--- src/rtl/agu_pkg.sv ---
package agu_pkg;

    localparam int REGSEL_W = 3;
    localparam int NUM_PTR  = 4;
    localparam int MOD_PTRS = 2;   // pointers 0..MOD_PTRS-1 obey the modifier

    localparam logic [REGSEL_W-1:0] SEL_R2  = 3'd2;
    localparam logic [REGSEL_W-1:0] SEL_SP  = 3'd4;
    localparam logic [REGSEL_W-1:0] SEL_N   = 3'd5;
    localparam logic [REGSEL_W-1:0] SEL_M   = 3'd6;
    localparam logic [REGSEL_W-1:0] SEL_BAD = 3'd7;

    typedef enum logic [3:0] {
        MD_IND   = 4'd0,
        MD_PINC  = 4'd1,
        MD_PDEC  = 4'd2,
        MD_PADDN = 4'd3,
        MD_IDXN  = 4'd4,
        MD_SDISP = 4'd5,
        MD_LDISP = 4'd6,
        MD_ABS   = 4'd7,
        MD_ABSS  = 4'd8,
        MD_IOS   = 4'd9,
        MD_LOAD  = 4'd10
    } agu_mode_e;

    typedef enum logic [2:0] {
        ST_ZERO, ST_ONE, ST_MONE, ST_OFS, ST_DISP, ST_PSHORT, ST_MSHORT
    } agu_step_e;

    typedef enum logic [2:0] {
        EA_NONE, EA_PTR, EA_SUM, EA_ABS, EA_ABSS, EA_IOS
    } agu_ea_e;

    typedef struct packed {
        logic      legal;
        logic      wb_sum;   // write pointer+step back
        logic      load;     // write long operand into selected register
        logic      mod_en;   // modifier may apply
        agu_step_e step;
        agu_ea_e   ea_src;
    } agu_dec_t;

endpackage

--- src/rtl/agu_decode.sv ---
module agu_decode
    import agu_pkg::*;
(
    input  logic [3:0]          mode,
    input  logic [REGSEL_W-1:0] rsel,
    output agu_dec_t            dec
);
    logic ptr_ok;
    logic mod_reg;

    assign ptr_ok  = (rsel <= SEL_SP);
    assign mod_reg = (rsel < REGSEL_W'(MOD_PTRS));

    always_comb begin
        dec = '{legal: 1'b0, wb_sum: 1'b0, load: 1'b0, mod_en: 1'b0,
                step: ST_ZERO, ea_src: EA_NONE};
        case (agu_mode_e'(mode))
            MD_IND: begin
                dec.legal  = ptr_ok;
                dec.ea_src = EA_PTR;
            end
            MD_PINC: begin
                dec.legal  = ptr_ok;
                dec.ea_src = EA_PTR;
                dec.step   = ST_ONE;
                dec.wb_sum = 1'b1;
                dec.mod_en = mod_reg;
            end
            MD_PDEC: begin
                dec.legal  = ptr_ok;
                dec.ea_src = EA_PTR;
                dec.step   = ST_MONE;
                dec.wb_sum = 1'b1;
            end
            MD_PADDN: begin
                dec.legal  = ptr_ok;
                dec.ea_src = EA_PTR;
                dec.step   = ST_OFS;
                dec.wb_sum = 1'b1;
                dec.mod_en = mod_reg;
            end
            MD_IDXN: begin
                dec.legal  = ptr_ok;
                dec.ea_src = EA_SUM;
                dec.step   = ST_OFS;
                dec.mod_en = mod_reg;
            end
            MD_SDISP: begin
                dec.legal  = (rsel == SEL_R2) || (rsel == SEL_SP);
                dec.ea_src = EA_SUM;
                dec.step   = (rsel == SEL_SP) ? ST_MSHORT : ST_PSHORT;
            end
            MD_LDISP: begin
                dec.legal  = ptr_ok;
                dec.ea_src = EA_SUM;
                dec.step   = ST_DISP;
                dec.mod_en = mod_reg;
            end
            MD_ABS: begin
                dec.legal  = 1'b1;
                dec.ea_src = EA_ABS;
            end
            MD_ABSS: begin
                dec.legal  = 1'b1;
                dec.ea_src = EA_ABSS;
            end
            MD_IOS: begin
                dec.legal  = 1'b1;
                dec.ea_src = EA_IOS;
            end
            MD_LOAD: begin
                dec.legal  = (rsel != SEL_BAD);
                dec.load   = 1'b1;
            end
            default: dec.legal = 1'b0;
        endcase
    end
endmodule

--- src/rtl/agu_modulo.sv ---
module agu_modulo #(
    parameter int AW = 16
) (
    input  logic [AW-1:0] base,
    input  logic [AW-1:0] step,
    input  logic [AW-1:0] modm1,
    output logic [AW-1:0] res
);
    localparam int XW = AW + 2;

    logic [AW-1:0]        mask;
    logic signed [XW-1:0] off;
    logic signed [XW-1:0] stp;
    logic signed [XW-1:0] sum;
    logic signed [XW-1:0] lim;
    logic signed [XW-1:0] span;
    logic signed [XW-1:0] fixd;

    always_comb begin
        mask[AW-1] = modm1[AW-1];
        for (int i = AW - 2; i >= 0; i--) begin
            mask[i] = mask[i+1] | modm1[i];
        end
    end

    assign off  = signed'({2'b00, base & mask});
    assign stp  = signed'({{2{step[AW-1]}}, step});
    assign lim  = signed'({2'b00, modm1});
    assign span = lim + XW'(1);
    assign sum  = off + stp;

    always_comb begin
        if (sum < 0)        fixd = sum + span;
        else if (sum > lim) fixd = sum - span;
        else                fixd = sum;
    end

    assign res = (base & ~mask) | (fixd[AW-1:0] & mask);
endmodule

--- src/rtl/agu_regfile.sv ---
module agu_regfile
    import agu_pkg::*;
#(
    parameter int AW   = 16,
    parameter int NPTR = NUM_PTR
) (
    input  logic                    clk,
    input  logic                    rst,
    input  logic                    we,
    input  logic [REGSEL_W-1:0]     wsel,
    input  logic [AW-1:0]           wdata,
    output logic [NPTR-1:0][AW-1:0] ptr_q,
    output logic [AW-1:0]           sp_q,
    output logic [AW-1:0]           n_q,
    output logic [AW-1:0]           m_q
);
    for (genvar g = 0; g < NPTR; g++) begin : g_ptr
        always_ff @(posedge clk) begin
            if (rst)                                   ptr_q[g] <= '0;
            else if (we && wsel == REGSEL_W'(g))       ptr_q[g] <= wdata;
        end
    end

    always_ff @(posedge clk) begin
        if (rst) begin
            sp_q <= '0;
            n_q  <= '0;
            m_q  <= '1;
        end else if (we) begin
            if (wsel == SEL_SP) sp_q <= wdata;
            if (wsel == SEL_N)  n_q  <= wdata;
            if (wsel == SEL_M)  m_q  <= wdata;
        end
    end
endmodule

--- src/rtl/dsp_agu.sv ---
module dsp_agu
    import agu_pkg::*;
#(
    parameter int AW = 16,
    parameter int SW = 6
) (
    input  logic                clk,
    input  logic                rst,
    input  logic                op_valid,
    input  logic [3:0]          mode,
    input  logic [REGSEL_W-1:0] rsel,
    input  logic [AW-1:0]       disp,
    input  logic [SW-1:0]       sfld,
    output logic [AW-1:0]       ea,
    output logic                ea_valid,
    output logic                wb_en,
    output logic [REGSEL_W-1:0] wb_sel,
    output logic [AW-1:0]       wb_data,
    output logic                illegal
);
    localparam int PW = $clog2(NUM_PTR);

    agu_dec_t                       dec;
    logic [NUM_PTR-1:0][AW-1:0]     ptr_q;
    logic [AW-1:0]                  sp_q, n_q, m_q;
    logic [AW-1:0]                  cur, step_v, lin_sum, mod_sum, sum, ea_d, wdata;
    logic [AW-1:0]                  sfld_z;
    logic                           use_mod, we, accept;

    agu_decode u_dec (.mode(mode), .rsel(rsel), .dec(dec));

    assign sfld_z = {{(AW-SW){1'b0}}, sfld};
    assign cur    = (rsel == SEL_SP) ? sp_q :
                    (rsel < REGSEL_W'(NUM_PTR)) ? ptr_q[rsel[PW-1:0]] : '0;

    always_comb begin
        case (dec.step)
            ST_ONE:    step_v = AW'(1);
            ST_MONE:   step_v = '1;
            ST_OFS:    step_v = n_q;
            ST_DISP:   step_v = disp;
            ST_PSHORT: step_v = sfld_z;
            ST_MSHORT: step_v = AW'(0) - sfld_z;
            default:   step_v = '0;
        endcase
    end

    agu_modulo #(.AW(AW)) u_mod (
        .base(cur), .step(step_v), .modm1(m_q), .res(mod_sum)
    );

    assign lin_sum = cur + step_v;
    assign use_mod = dec.mod_en && (m_q != '1);
    assign sum     = use_mod ? mod_sum : lin_sum;

    always_comb begin
        case (dec.ea_src)
            EA_PTR:  ea_d = cur;
            EA_SUM:  ea_d = sum;
            EA_ABS:  ea_d = disp;
            EA_ABSS: ea_d = sfld_z;
            EA_IOS:  ea_d = {{(AW-SW){1'b1}}, sfld};
            default: ea_d = '0;
        endcase
    end

    assign accept = op_valid && dec.legal;
    assign we     = accept && (dec.wb_sum || dec.load);
    assign wdata  = dec.load ? disp : sum;

    agu_regfile #(.AW(AW), .NPTR(NUM_PTR)) u_rf (
        .clk(clk), .rst(rst), .we(we), .wsel(rsel), .wdata(wdata),
        .ptr_q(ptr_q), .sp_q(sp_q), .n_q(n_q), .m_q(m_q)
    );

    always_ff @(posedge clk) begin
        if (rst) begin
            ea       <= '0;
            ea_valid <= 1'b0;
            wb_en    <= 1'b0;
            wb_sel   <= '0;
            wb_data  <= '0;
            illegal  <= 1'b0;
        end else begin
            ea       <= accept ? ea_d : '0;
            ea_valid <= accept && (dec.ea_src != EA_NONE);
            wb_en    <= we;
            wb_sel   <= we ? rsel : '0;
            wb_data  <= we ? wdata : '0;
            illegal  <= op_valid && !dec.legal;
        end
    end
endmodule

--- config.mk ---
export PLATFORM = sky130hd
export DESIGN_NAME = dsp_agu
export DESIGN_NICKNAME = d
export VERILOG_FILES = /design/src/rtl/agu_pkg.sv /design/src/rtl/agu_decode.sv /design/src/rtl/agu_modulo.sv /design/src/rtl/agu_regfile.sv /design/src/rtl/dsp_agu.sv
export SDC_FILE = /design/constraint.sdc
export NUM_CORES = 1
export LEC_CHECK = 0
export ABC_AREA = 1
export BUFFER_PORTS_ARGS = -buffer_cell sky130_fd_sc_hd__buf_2
export CAP_MARGIN = 20
export CORE_ASPECT_RATIO = 1.1
export CORE_MARGIN = 2
export CORE_UTILIZATION = 40
export CTS_CLUSTER_DIAMETER = 120
export CTS_CLUSTER_SIZE = 28
export DETAILED_ROUTE_END_ITERATION = 7
export SYNTH_ARGS = -nofsm -noshare
export SYNTH_HDL_FRONTEND = slang
export SYNTH_SLANG_ARGS = --single-unit
--- constraint.sdc ---
create_clock -name clk -period 9.5 [get_ports clk]
set_input_delay 1.425 -clock clk [delete_from_list [all_inputs] [get_ports clk]]
set_output_delay 1.425 -clock clk [all_outputs]
set_load 0.02 [all_outputs]
## After elaboration in Yosys (flattened, before gate mapping)

Cells that the tools add are included.

- Flip-flop bits (word level): 150
- Bits of input ports: 32
- Output and inout port bits: 38
- Logic and storage cells: 120

- $add $sub $neg: 6
- Order comparisons: 6
- Eq/ne operators: 29
- Mux-type cells: 17
- Bitwise gates (word level): 22
- Reduce and logical (&&, ||, !) cells: 27

Operator list:

| operator | count |
|---|---|
| $mux 16 | 7 |
| $pmux 16 s6 | 1 |
| $pmux 16 s5 | 1 |
| $and 16x16->16 | 3 |
| $add 16x16->16 | 2 |
| $bmux 16 s2 | 1 |
| $pmux 3 s5 | 2 |
| $eq 3x3->1 const B | 8 |
| $add 17x16->18 | 1 |
| $eq 3x2->1 const B | 6 |
| $gt 18x17->1 | 1 |
| $lt 18x1->1 const B | 1 |
| $add 16x1->16 const B | 1 |
| $eq 4x3->1 const B | 4 |
| $ne 16x16->1 const B | 1 |
| $not 16->16 | 1 |
| $or 16x16->16 | 1 |
| $sub 16x16->16 | 1 |
| $or 1x1->1 | 15 |
| $eq 4x4->1 const B | 3 |
| $eq 3x1->1 const B | 3 |
| $logic_and 1x1->1 | 9 |
| $reduce_or 3->1 | 3 |
| $eq 4x2->1 const B | 2 |
| other kinds (20) | 29 |

## Depth between registers and ports, before layout

Gate-level depths: netlist of the first run.

- Depth in word-level cells: 24
- Mapped depth: 40
- Mapped depth without buffers: 40

## Modules after synthesis

A second synthesis of the first run with hierarchy kept.

- Cells, all modules: 2044
- Area, all modules: 12504.5 µm²

Modules (own cells, without submodules):

| module | times used | cells each | area an instance (µm²) | sequential area each (µm²) |
|---|---|---|---|---|
| agu_regfile | 1 | 622 | 4421.7 | 2242.2 |
| agu_modulo | 1 | 739 | 4113.9 | 0.0 |
| dsp_agu | 1 | 635 | 3756.1 | 760.7 |
| agu_decode | 1 | 48 | 212.7 | 0.0 |

## Worst setup path after synthesis of the first run

No wires, ideal clock.

- Path kind: input to register
- Start: in rsel[0]
- End: reg u_rf.n_q[6]
- Setup time: 0.122 ns
- Data arrival time: 5.807 ns
- Required time: 9.378 ns
- Slack: 3.571 ns
- Stages: 34
- Path buffers: 2
- Cells stage by stage: nor2_1 > nand2_2 > buf_2 > clkinv_1 > nor2_1 > nor4b_1 > o31ai_2 > o211ai_1 > ha_1 > nand2_1 > inv_1 > a21oi_1 > nor2_1 > nor2_1 > nand2_1 > or2_2 > nand2_1 > inv_1 > ha_1 > a21oi_1 > nor2_1 > a211oi_1 > nand2_1 > nand2_1 > nand2_1 > nand2_1 > clkbuf_1 > nand3_1 > nand3_1 > nand2_1 > nand2_1 > nand3_2 > nand2_4 > a21oi_2

- Word-level cells in the longest chain between the ends: 13
- Elaborated cells on any way between the ends: 41
- Classes of those cells: 4 x add/sub; 5 x order compare; 10 x eq/ne; 13 x mux; 4 x bitwise; 5 x reduce/logical

Ends and longest elaborated chain:

| what | RTL line | text |
|---|---|---|
| start: declaration | dsp_agu.sv:11 | `input logic [REGSEL_W-1:0] rsel,` |
| $eq 3x3->1 / $bmux 16 s2 (equally long branches) | - |  |
| $mux 2 / $mux 16 (equally long branches) | agu_decode.sv:51, dsp_agu.sv:34 |  |
| $pmux 3 s5 / $mux 16 (equally long branches) | agu_decode.sv:17, dsp_agu.sv:34 |  |
| $eq 3x3->1, or another cell as far along | dsp_agu.sv:37 | `case (dec.step)` |
| $pmux 16 s6 / $and 16x16->16 (equally long branches) | dsp_agu.sv:37, agu_modulo.sv:26 |  |
| $add 17x16->18 | agu_modulo.sv:30 | `assign sum = off + stp;` |
| $sub 16x16->16 / $gt 18x17->1 (equally long branches) | agu_modulo.sv:34 | `else if (sum > lim) fixd = sum - span;` |
| $mux 16 | agu_modulo.sv:34 |  |
| $mux 16 | agu_modulo.sv:33 | `if (sum < 0) fixd = sum + span;` |
| $and 16x16->16 | agu_modulo.sv:38 | `assign res = (base & ~mask) \| (fixd[AW-1:0] & mask);` |
| $or 16x16->16 | agu_modulo.sv:38 |  |
| $mux 16 | dsp_agu.sv:54 | `assign sum = use_mod ? mod_sum : lin_sum;` |
| $mux 16 | dsp_agu.sv:69 | `assign wdata = dec.load ? disp : sum;` |
| end signal: assignment | agu_regfile.sv:31 | `if (wsel == SEL_N) n_q <= wdata;` |
| end: declaration | agu_regfile.sv:14 | `output logic [AW-1:0] n_q,` |

Parallel ways exist; a longest one is shown, timed or not. The select of a mux whose other input is x is not followed.
A chain may end at the register's enable or synchronous reset.

## Worst setup path after layout of the first run

- Start: in mode[2]
- End: reg u_rf.sp_q[15]

- Word-level cells in the longest chain between the ends: 13
- Elaborated cells on any way between the ends: 45
- Classes of those cells: 4 x add/sub; 2 x order compare; 16 x eq/ne; 10 x mux; 2 x bitwise; 11 x reduce/logical

Ends and longest elaborated chain:

| what | RTL line | text |
|---|---|---|
| start: declaration | dsp_agu.sv:10 | `input logic [3:0] mode,` |
| $eq 4x2->1 / $eq 4x3->1 (equally long branches) | agu_decode.sv:17 | `case (agu_mode_e'(mode))` |
| $reduce_or 2->1 (no line) | - |  |
| $pmux 3 s5 | agu_decode.sv:17 |  |
| $eq 3x3->1, or another cell as far along | dsp_agu.sv:37 |  |
| $pmux 16 s6 | dsp_agu.sv:37 |  |
| $add 17x16->18 | agu_modulo.sv:30 |  |
| $sub 16x16->16 / $gt 18x17->1 (equally long branches) | agu_modulo.sv:34 |  |
| $mux 16 | agu_modulo.sv:34 |  |
| $mux 16 | agu_modulo.sv:33 |  |
| $and 16x16->16 | agu_modulo.sv:38 |  |
| $or 16x16->16 | agu_modulo.sv:38 |  |
| $mux 16 | dsp_agu.sv:54 |  |
| $mux 16 | dsp_agu.sv:69 |  |
| end signal: assignment | agu_regfile.sv:30 | `if (wsel == SEL_SP) sp_q <= wdata;` |
| end: declaration | agu_regfile.sv:13 | `output logic [AW-1:0] sp_q,` |

Parallel ways exist; a longest one is shown, timed or not.

==> results of run 1 <==
worst register-to-register path, delay by kind of cell (launching register included):
kind	cells	cell delay, ps
compound gates	3	700
xor+xnor	1	220
buf+inv	3	250
simple gates	27	3920
fa+ha+maj	3	920
flops	1	420
cell usage after synthesis, drive strengths merged, types with 12 or more instances:
cell type	count
a21oi	210
a221oi	12
a22oi	21
buf	31
clkbuf	32
dfxtp	150
ha	81
inv	276
nand2	436
nand3	160
nand4	28
nor2	114
nor3	17
o21a	14
o21ai	116
o22ai	16
xor2	42
how the worst max path moves through the flow:
stage / from / end / slack [ps] / cells past startpoint
2_1_floorplan: rsel[0] / u_rf.n_q[6] / 3570 / 34
3_3_place_gp: mode[2] / u_rf.ptr_q[15] / 2030 / 35
3_5_place_dp: rsel[0] / u_rf.sp_q[15] / 2010 / 36
4_1_cts: rsel[0] / u_rf.sp_q[15] / 2450 / 36
5_1_grt: mode[2] / u_rf.sp_q[15] / 1750 / 35
6_report: mode[2] / u_rf.sp_q[15] / 2210 / 36
state kept, by name, indices dropped and copies added (netlist names):
signal / cells
u_rf.sp_q: 16
u_rf.n_q: 16
ea: 16
illegal: 1
ea_valid: 1
u_rf.ptr_q: 64
wb_sel: 3
u_rf.m_q: 16
wb_en: 1
wb_data: 16
cell families after synthesis:
kind of cell,after synthesis,share of synthesized area
buf+inv,342,0.112
fa+ha+maj,85,0.0904
xor+xnor,48,0.0347
flops,150,0.248
compound gates,428,0.207
simple gates,779,0.308
metrics by stage:
stage               std cells  setup WS, ps   util
floorplan                1832          3570      -
global placement         2223          2030  0.428
detailed placement       2223          2010  0.428
CTS                      2253          2450  0.448
global route             2256          1750  0.449
finish                   2256          2210  0.449
final cells by class:
class                   count  share of cell area
multi-input cells        1340               0.582
inverters                 279              0.0787
clock buffers              24              0.0370
clock inverters             6             0.00696
flip-flops and latches    150               0.226
repair buffers             83              0.0350
well taps                 374              0.0352
power by group:
| group | internal (mW) | leakage (nW) | switching [mW] |
|---|---|---|---|
| registers | 0.634 | 1.21 | 0.00322 |
| logic | 0.0996 | 5.37 | 0.250 |
| clock network | 0.413 | 0.279 | 0.267 |
per-layer routing:
metal | GRT usage | vias up
met5 | 0 | -
met4 | 0.149 | 0
met3 | 0.0479 | 136
met2 | 0.442 | 521
met1 | 0.349 | 5784
li1 | - | 6139
==> results.txt, run 1 <==
First-pass GRT wire length: 67,200 um
Final Hold Vio Count: 0
Die Span Y: 186 um
FF+latch count, synth: 150
Hold path startpoint: u_rf.ptr_q[24]
P_leak: 6.86 nW
Largest net degree at the start of global routing: 58
Post-CTS setup buffer count: 0
WS Path Type: input port to flop
Storage element area: 3000 um^2
Starting Density: 0.408
CP Launch Type: input port
Crit-path max cell delay: 700 ps
Reg2Reg Launch Point: u_rf.m_q[14]
RSZ-0062 raised after global routing: false
Mean Syn Cell Area: 6.60 um^2
Avg Vias per Cell: 5.58
Share of layout cells above drive strength 1: 0.126
Design area: 13,300 um^2
Syn Inst Count: 1,832
PortBufs: 69
Post-Synthesis Cell Area: 12,100 um^2
Detail Placement HPWL: 34,300 um
Max clock buf depth: 2
Max_slew headroom: 0.350
CP arrival: 7610 ps
Top-level port count: 70
DRC Markers: 0
RD Place Congestion: 0.964
Post-synth EDFFs: 0
GRT Util Overall: 0.275
Most used cell, CP: nand2_1
NumNets Final: 1,988
Crit-path max FO: 17
Netlist cell types: 62
Synth top area cells: dfxtp_1, nand2_1, ha_1
Worst R2R Setup Slack: 2940 ps
Max-cap violations: 0
Reg2Reg Capture Point: u_rf.sp_q[15]
CP bufs+invs: 7
Outcome: complete, no violations
Period minus WS final: 7290 ps
Via count: 12.6k
Worst Hold End: u_rf.ptr_q[24]
DR iter-0 viols: 1,177
Worst path required time: 9820 ps
GR Overflow Total: 0
Post-Route WL: 43,900 um
Fill count: 3,152
Top sig layer: met4
Routed met3 length: 2970 um
Area Growth Syn to Fin: 9.99%
Peak VDD IR: 0.119 mV
Synth top area share: 0.248
Register area share after synthesis: 0.248
Commonest non-fill, non-tap cell in the layout: nand2_1
Antenna violations before repair: 0
Clock latency on the worst-skew pair: 430 ps
Core Region: 29,600 um^2
Clock buffer count from CTS: 17
Clk slew on worst S/H paths: 60 ps
Hold_ws: 526 ps
Area of the multi-input gates: 7740 um^2
Vias in the first global route: 12.0k
Met2 WL post-DR: 19,900 um
Fmax: 137 MHz
Final Cycle Share: 0.767
Hold path depth: 2
Ys Warns: 0
# diodes: 0
Pwr dens: 125 nW/um^2
Hold WC Path Type: flop to flop
Asr flop ratio synth: 0
Family with the most delay on the worst path: simple AND/OR/NAND/NOR gates
Horiz. Die Dim: 170 um
CTS tree: built
DR WL/cell: 19.4 um
Overall Power: 1.67 mW
DRT Pass-1 Iters: 8
Placed inst area: 12,700 um^2
Clk sinks: 150
Slowest cell on crit path: o31ai_2
Slew Limit Fails: 0
Die ar.: 31,700 um^2
R2R cell count: 37
ANT nets after route: 0
Post-CTS Resized: 0
Hold_buf cts: 0
CTS root buf: clkbuf_16
M1 WL: 18,500 um
Setup crit end kind: flop
Largest area contributor in the netlist: dfxtp_1
Worst-margin pin slew: 965 ps
Top FF cell, synth: dfxtp_1
Site Rows: 66
Max H-tree Level: 4
Final setup vio count: 0
Syn_nets: 1,949
Fin Setup TNS: 0 ps
Layout Skew: 13.4 ps
Commonest non-fill, non-tap cells in the layout: nand2_1, inv_1, a21oi_1
No activity file was read; power rests on OpenSTA's default activity.
==> run 2: changes to the inputs <==
--- a/config.mk
+++ b/config.mk
@@ -5,7 +5,7 @@
 export SDC_FILE = /design/constraint.sdc
 export NUM_CORES = 1
 export LEC_CHECK = 0
-export ABC_AREA = 1
+export ABC_AREA = 0
 export BUFFER_PORTS_ARGS = -buffer_cell sky130_fd_sc_hd__buf_2
 export CAP_MARGIN = 20
 export CORE_ASPECT_RATIO = 1.1
==> constraint.sdc (replaced) <==
create_clock -name clk -period 6.6 [get_ports clk]
set_input_delay 0.99 -clock clk [delete_from_list [all_inputs] [get_ports clk]]
set_output_delay 0.99 -clock clk [all_outputs]
set_load 0.02 [all_outputs]
==> run 2 against run 1 <==
Largest power group unchanged; combinational power increased by 43%; global-route usage increased by 0.87 points; first-iteration DRC count increased by 4.7%; sequential share of layout area decreased by 0.43 points; total power increased by 47%.
==> results.txt, run 2 <==
WS Path Type: flop to flop
Overall Power: 2.44 mW
First-pass GRT wire length: 64,600 um
Area Growth Syn to Fin: 19.6%
Top FF cell, synth: dfxtp_1
Clock latency on the worst-skew pair: 440 ps
Asr flop ratio synth: 0
Reg2Reg Launch Point: u_rf.m_q[14]
Mean Syn Cell Area: 7.89 um^2
Syn_nets: 1,555
CP arrival: 6710 ps
Starting Density: 0.407
Clk sinks: 150
Top reg by flops: u_rf.ptr_q
DRT Pass-1 Iters: 5
Post-Synthesis Cell Area: 11,300 um^2
Reg2Reg Capture Point: u_rf.ptr_q[12]
FF+latch count, synth: 150
Final Hold Vio Count: 0
CTS root buf: clkbuf_16
ANT nets after route: 0
Synth top cells by count: nor2_1, dfxtp_1, nand2_1, a21oi_1, ha_1
GRT busiest layer: met2
Final Cycle Share: 0.973
Post-synth EDFFs: 0
Commonest non-fill, non-tap cell in the layout: nor2_1
Worst R2R Setup Slack: 180 ps
Peak VDD IR: 0.147 mV
GR Overflow Total: 0
Ys Warns: 0
Max clock buf depth: 2
Core Region: 27,900 um^2
Clock buffer count from CTS: 17
P_leak: 5.87 nW
Grt met3 use: 0.0389
Netlist cell types: 94
Synth top area cells: dfxtp_1, ha_1, nor2_1
Via count: 12.0k
Worst path required time: 6880 ps
# diodes: 0
Die ar.: 29,700 um^2
Fmax: 156 MHz
Avg Vias per Cell: 6.14
Worst Hold End: u_rf.ptr_q[20]
Share of layout cells above drive strength 1: 0.198
Synth top area share: 0.265
Largest area contributor in the netlist: dfxtp_1
Site Rows: 64
Register area share after synthesis: 0.265
Largest net degree at the start of global routing: 66
RD Place Congestion: 0.959
R2R cell count: 25
Clk slew on worst S/H paths: 80 ps
Max_slew headroom: 0.214
Detail Placement HPWL: 32,400 um
Antenna violations before repair: 1
Outcome: complete, no violations
DR WL/cell: 21.9 um
Top-level port count: 70
Hold WC Path Type: flop to flop
DR iter-0 viols: 1,232
Pwr dens: 180 nW/um^2
Period minus WS final: 6420 ps
Commonest non-fill, non-tap cells in the layout: nor2_1, dfxtp_1, buf_4
Slew Limit Fails: 0
Fin Setup TNS: 0 ps
CP Launch Type: flop
Worst-margin pin slew: 1180 ps
Max-cap violations: 0
Max FFs per register: 64
PortBufs: 69
Crit-path max FO: 6
Syn Inst Count: 1,438
Top-count cell post-synth: nor2_1
NumNets Final: 1,691
Met1 global-route usage: 0.366
GRT Util Overall: 0.283
Max H-tree Level: 4
Die Span Y: 181 um
Setup crit end kind: flop
Horiz. Die Dim: 165 um
Hold path startpoint: u_rf.ptr_q[20]
CTS tree: built
DRC Markers: 0
Met2 Use GR: 0.463
Hold path depth: 2
Post-Route WL: 42,800 um
Final setup vio count: 0
Layout Skew: 13.7 ps
Vias in the first global route: 11.1k
run 2: changes by cell type after synthesis, moves of 33 or more:
| cell | before | now |
|---|---|---|
| nand2_1 | 406 | 120 |
| nor3_1 | 14 | 47 |
| a211oi_1 | 2 | 54 |
| nor2_1 | 97 | 157 |
| xnor2_1 | 6 | 45 |
| inv_1 | 254 | 67 |
| a21oi_1 | 198 | 105 |
| nand3_1 | 145 | 48 |
| clkbuf_1 | 32 | 74 |
run 2: power breakdown:
part           switching [mW]  internal [mW]  leakage (nW)
logic                   0.304          0.196          4.36
registers             0.00280          0.910          1.21
clock network           0.512          0.520         0.300
total                   0.819           1.63          5.87
run 2: worst max-delay path: stages, from the launching register on:
cell	delay (ps)
dfxtp_1	370
or3_1	410
nand4b_1	300
or3_1	450
nor3_2	190
nor2_1	70
ha_1	220
fa_1	410
a211oi_1	220
nor2_1	120
buf_4	150
o211ai_1	330
nand2_1	150
a211o_1	300
ha_1	290
o21ai_0	180
a21oi_1	70
a311o_1	350
a21boi_2	210
buf_4	170
nand2_1	230
nor4_2	260
a2111oi_0	140
nor2_1	390
buf_4	220
o22ai_1	60
run 2: area by class of cell:
type	instances	area [um^2]
Clock buffer	17	425
Sequential cell	150	3000
Clock inverter	15	196
Fill cell	2771	14300
Inverter	69	262
Multi-Input combinational cell	1128	7780
Timing Repair Buffer	208	1450
Tap cell	363	454
run 2: worst max-delay path by stage:
stage | endpoint | from | slack (ps)
floorplan | u_rf.ptr_q[57] | rsel[0] | 200
global placement | u_rf.ptr_q[33] | rsel[0] | -150
detailed placement | u_rf.sp_q[13] | rsel[0] | -200
CTS | u_rf.sp_q[13] | u_rf.m_q[14] | 90
global route | u_rf.ptr_q[3] | u_rf.m_q[14] | -10
finish | u_rf.ptr_q[12] | u_rf.m_q[14] | 180
run 2: per-stage QoR:
| step | instances | instance area, um^2 | util | hold WS [ps] | setup slack (ps) |
|---|---|---|---|---|---|
| floorplan | 1438 | 11300 | - | 429 | 203 |
| global placement | 1915 | 12900 | 0.462 | 437 | -148 |
| detailed placement | 1915 | 12900 | 0.462 | 447 | -202 |
| CTS | 1947 | 13500 | 0.485 | 458 | 87.8 |
| global route | 1950 | 13600 | 0.487 | 480 | -13.6 |
| finish | 1950 | 13600 | 0.487 | 457 | 177 |
run 2: logic make-up (layout without fill, tap and decap cells):
logic type,after synthesis,in the layout,share of synthesized area
simple gates,496,496,0.208
compound gates,466,466,0.293
buf+inv,160,309,0.0556
flops,150,150,0.265
fa+ha+maj,85,85,0.0964
xor+xnor,57,57,0.0440
mux,24,24,0.0377
run 2: routing by layer:
metal,vias to the layer above,share of wire
met1,5687,0.41
met4,0,0.051
li1,5597,-
met3,133,0.075
met5,-,0
met2,559,0.47
run 2: repair_timing:
action | 4_1_cts | 5_1_grt
hold buffers | 0 | 0
endpoints found under the setup margin | 6 | 87
hold endpoints to repair | 0 | 0
pin swaps | 0 | 3
setup buffers | 0 | 3
gates resized for setup | 1 | 8
